===== config.mk =====
export PLATFORM = sky130hd
export DESIGN_NAME = booth_pp_gen
export DESIGN_NICKNAME = d
export VERILOG_FILES = /design/src/rtl/booth_pp_pkg.sv /design/src/rtl/booth_digit_enc.sv /design/src/rtl/booth_row_build.sv /design/src/rtl/and_row_build.sv /design/src/rtl/booth_pp_gen.sv
export SDC_FILE = /design/constraint.sdc
export NUM_CORES = 1
export LEC_CHECK = 0
export BUFFER_PORTS_ARGS = -buffer_cell sky130_fd_sc_hd__buf_2
export CORE_MARGIN = 2
export CORE_UTILIZATION = 28
export DETAILED_ROUTE_END_ITERATION = 12
export PLACE_DENSITY_LB_ADDON = 0.12
export SLEW_MARGIN = 20
export SYNTH_ARGS = -nofsm -noshare
export SYNTH_HDL_FRONTEND = slang
export SYNTH_SLANG_ARGS = --single-unit

===== constraint.sdc =====
create_clock -name vclk -period 0.8
set_input_delay 0.16 -clock vclk [all_inputs]
set_output_delay 0.16 -clock vclk [all_outputs]
set_load 0.03 [all_outputs]

===== src/rtl/booth_pp_pkg.sv =====
package booth_pp_pkg;

    typedef struct packed {
        logic neg;
        logic one;
        logic two;
    } bdigit_t;

    function automatic int booth_row_count(input int width);
        return width / 2 + 1;
    endfunction

    function automatic bit booth_selected(input int width, input bit force_b, input int min_w);
        return (width > min_w) || force_b;
    endfunction

    function automatic int min_int(input int x, input int y);
        return (x < y) ? x : y;
    endfunction

endpackage


===== src/rtl/booth_digit_enc.sv =====
module booth_digit_enc
    import booth_pp_pkg::*;
(
    input  logic [2:0] triple,   // {hi, mid, lo}
    output bdigit_t    dig
);
    always_comb begin
        dig.neg = triple[2];
        dig.one = triple[1] ^ triple[0];
        dig.two = (~triple[2] & triple[1] & triple[0]) | (triple[2] & ~triple[1] & ~triple[0]);
    end

    always_comb begin
        AST_SEL_EXCLUSIVE: assert (!(dig.one && dig.two)) else $error("select flags overlap");
    end
endmodule


===== src/rtl/booth_row_build.sv =====
module booth_row_build
    import booth_pp_pkg::*;
#(
    parameter int W     = 8,
    parameter int SHIFT = 0,
    parameter bit FIRST = 1'b1
) (
    input  logic [W-1:0] mcand,
    input  bdigit_t      dig,
    input  logic         neg_prev,
    output logic [W-1:0] row
);
    logic [W-1:0] twice;
    logic [W-1:0] base;
    logic [W-1:0] pre;

    assign twice = {mcand[W-2:0], 1'b0};
    assign base  = (({W{dig.two}} & twice) | ({W{dig.one}} & mcand)) ^ {W{dig.neg}};

    generate
        if (FIRST) begin : g_first
            assign row = base;
            always_comb begin
                AST_FIRST_NO_CORR: assert (neg_prev == 1'b0) else $error("row 0 fed a correction");
            end
        end else begin : g_later
            if (W > 2) begin : g_wide
                assign pre = {base[W-3:0], 1'b0, neg_prev};
            end else begin : g_narrow
                logic unused_base;
                assign unused_base = ^base;
                assign pre = {1'b0, neg_prev};
            end
            assign row = pre << SHIFT;
            if (SHIFT + 1 < W) begin : g_corr_chk
                always_comb begin
                    AST_CORR_BIT_PLACED: assert (row[SHIFT] == neg_prev && row[SHIFT+1] == 1'b0)
                        else $error("correction bit misplaced");
                end
            end
        end
    endgenerate

    always_comb begin
        AST_IDLE_ROW_IS_SIGN: assert (dig.one || dig.two || base == {W{dig.neg}})
            else $error("unselected row not sign fill");
    end
endmodule


===== src/rtl/and_row_build.sv =====
module and_row_build #(
    parameter int W     = 8,
    parameter int SHIFT = 0
) (
    input  logic [W-1:0] mcand,
    input  logic         sel,
    output logic [W-1:0] row
);
    assign row = (mcand & {W{sel}}) << SHIFT;

    always_comb begin
        AST_AND_ROW_GATED: assert (sel || row == '0) else $error("row set without multiplier bit");
    end
endmodule


===== src/rtl/booth_pp_gen.sv =====
module booth_pp_gen
    import booth_pp_pkg::*;
#(
    parameter int W           = 8,
    parameter int N           = 8,
    parameter bit FORCE_BOOTH = 1'b0,
    parameter int BOOTH_MIN_W = 16
) (
    input  logic [W-1:0]   opa,
    input  logic [W-1:0]   opb,
    output logic [N*W-1:0] pp_rows
);
    localparam bit USE_BOOTH = booth_selected(W, FORCE_BOOTH, BOOTH_MIN_W);
    localparam int NDIG      = booth_row_count(W);
    localparam int NGEN      = USE_BOOTH ? min_int(N, NDIG) : N;
    localparam bit FULL_SUM  = USE_BOOTH ? (N >= NDIG) : (N >= W);

    logic [W-1:0] row_w [N];

    generate
        if (USE_BOOTH) begin : g_booth
            bdigit_t dig_w [NGEN];
            for (genvar j = 0; j < NGEN; j++) begin : g_dig
                logic [2:0] trip;
                if (j == 0) begin : g_lo0
                    assign trip[0] = 1'b0;
                end else begin : g_lo
                    assign trip[0] = opb[2*j-1];
                end
                if (2*j < W) begin : g_mid
                    assign trip[1] = opb[2*j];
                end else begin : g_mid0
                    assign trip[1] = 1'b0;
                end
                if (2*j + 1 < W) begin : g_hi
                    assign trip[2] = opb[2*j+1];
                end else begin : g_hi0
                    assign trip[2] = 1'b0;
                end
                booth_digit_enc u_enc (.triple(trip), .dig(dig_w[j]));
                if (j == 0) begin : g_row0
                    booth_row_build #(.W(W), .SHIFT(0), .FIRST(1'b1)) u_row (
                        .mcand(opa), .dig(dig_w[j]), .neg_prev(1'b0), .row(row_w[j]));
                end else begin : g_rowj
                    booth_row_build #(.W(W), .SHIFT(2*j-2), .FIRST(1'b0)) u_row (
                        .mcand(opa), .dig(dig_w[j]), .neg_prev(dig_w[j-1].neg), .row(row_w[j]));
                end
            end
            for (genvar k = NGEN; k < N; k++) begin : g_pad
                assign row_w[k] = '0;
            end
        end else begin : g_and
            for (genvar k = 0; k < N; k++) begin : g_row
                and_row_build #(.W(W), .SHIFT(k)) u_row (
                    .mcand(opa), .sel(opb[k]), .row(row_w[k]));
            end
        end

        for (genvar k = 0; k < N; k++) begin : g_pack
            assign pp_rows[k*W +: W] = row_w[k];
        end
    endgenerate

    logic [W-1:0] row_sum;
    logic [W-1:0] trunc_prod;

    always_comb begin
        row_sum = '0;
        for (int k = 0; k < N; k++) begin
            row_sum = row_sum + pp_rows[k*W +: W];
        end
        trunc_prod = opa * opb;
        if (FULL_SUM) begin
            AST_SUM_EQ_PRODUCT: assert (row_sum == trunc_prod) else $error("rows do not sum to product");
        end
    end
endmodule


==> impl_metrics.toml <==
[floorplanning]
coreArea_sq_um = 1490
die_h_microns = 43.6
start_util_pct = 29.5
fp-row-count = 14
dieArea_sq_um = 1900
io_pins = 80
die_x_microns = 43.6

[global_routing]
gr-usage-all-layers_pct = 10.3
grt.busiest_layer = "met2"
grt_overflow = 0
first_global_vias = 349
grtUsageMet2_pct = 21.2
met3_usage_pct = 0
grt_pass1_wl_mm = 1.59
grt_max_degree = 9
use_met1_pct = 12.3
antenna_found_initial = 0

[final_layout]
drive_gt1_share_pct = 44.8
fin_nets = 134
diodes = 0
syn_to_final_growth_pct = 56.4
seq_area_sq_um = 0
seq_cells = 0
layoutNonFillerInstCount = 132
final_area_sq_um = 687
n_clock_buffer = 0

[critical_path]
crit_cells = 3
critPathRequiredTime_ns = 0.64
crit_type = "input port to output pin"
slowest_delay_ns = 0.18
crit_path_start_kind = "input port"
cp-startpoint = "opa[0]"
worstPathArrival_ns = 0.63
cp_common_cell = "clkbuf_4"
worst-path-buf-inv = 2
path_delay_family = "buffers and inverters"
worstPathCellList = "clkbuf_4, and2_1, clkbuf_4"
crit_path_top_delay_cell = "clkbuf_4"
cp-endpoint = "pp_rows[36]"
cp-end-kind = "output pin"
cp_max_fo = 8

[sta]
hold_violations = 0
finalCritPeriodShare_pct = 98.5
hold-worst-slack_ns = 0.665
fin_ws_ns = 0.0119
finalSetupViolations = 0
fin_crit_ns = 0.788
max_clock_freq_ghz = 1.27
report.final.slew_viol_count = 0

[logic_synthesis]
ys_top_cells_by_area = "and2_1, buf_4, conb_1"
syn_inst = 65
synth.largest_area_cell = "and2_1"
yosysWarnings = 0
synth_top_area_share_pct = 51.3
synthDistinctLibCells = 3
syn_area_per_cell_sq_um = 6.76
syn_area_sq_um = 439
seq_area_frac_synth_pct = 0

[placement]
dpl.cell_count = 132
dp_hpwl_mm = 1.01
gp_congestion = 0.592
io_buffers = 52
place_ws_ns = 0.00855
dpl_cell_area_sq_um = 611

[route]
vias_per_cell = 3.73
drt-total-wl_mm = 1.21
drcViolationCount = 0
first_pass_iters = 4
ant_nets = 0
drt_iter0_drc = 5
routedWlPerCell_microns = 9.15
vias = 493

[power]
vdd_ir_drop_max_mv = 0.330
p_total_uw = 636
power.leakage_uw = 0.000435
p_per_area_nw_per_um2 = 926

[run_status]
status = "finished clean"

[flow_run]
cap_viol_max_count = 0

[worst_hold_path]
hold_path_depth = 3
hold_path_class = "input port to output pin"

[clocking]
cts_hold_buf = 0
[final cells by class]
cell class / count / area [sq um]
tap: 16 / 20.0
timing repair buffer: 52 / 337
multi-input combinational: 64 / 330
fill: 160 / 802
[synthesized netlist by cell type, drive strengths merged]
cell type / n
buf: 28
conb: 1
and2: 36
[where the power goes]
part,switching (uW),internal [uW]
registers,0,0
logic,461,176
clock network,0,0
total,461,176
[kinds of logic (layout without fill, tap and decap cells)]
group	after synthesis	count (layout)	share of synthesized area [%]
and+or+nand+nor	36	36	51.3
buffers and inverters	28	52	47.9
other	1	28	0.854
[worst min path at each step]
| stage | startpoint | to | slack, ns |
|---|---|---|---|
| 6_report | opa[5] | pp_rows[5] | 0.66 |
| 5_1_grt | opa[5] | pp_rows[5] | 0.68 |
| 4_1_cts | opb[7] | pp_rows[63] | 0.68 |
| 3_5_place_dp | opb[7] | pp_rows[63] | 0.68 |
| 3_3_place_gp | opb[7] | pp_rows[63] | 0.68 |
| 2_1_floorplan | opa[0] | pp_rows[0] | 0.54 |
[layout by cell type (no fill, tap or decap)]
cell	netlist	final
buf_2	0	32
conb_1	1	28
clkbuf_4	0	5
buf_6	0	7
and2_1	36	36
buf_4	28	8
[metal layers]
layer  vias up  routed length [microns]
met1       217                      406
met2        33                      690
met5         -                        0
met4         0                        0
met3         0                      110
li1        243                        -
[stage by stage]
stage               TNS, ns  utilization (%)
finish                    0             46.1
global placement          0             41.0
CTS                       0             41.0
global route        -0.0166             46.1
floorplan                 0                -
detailed placement        0             41.0
[what timing repair did]
item | CTS | global route
resized for setup | 0 | 42
setup buffers | 0 | 0
setup endpoints to repair | 0 | 22
endpoints found under the hold margin | 0 | 0
(Power assumes the default switching activity.)
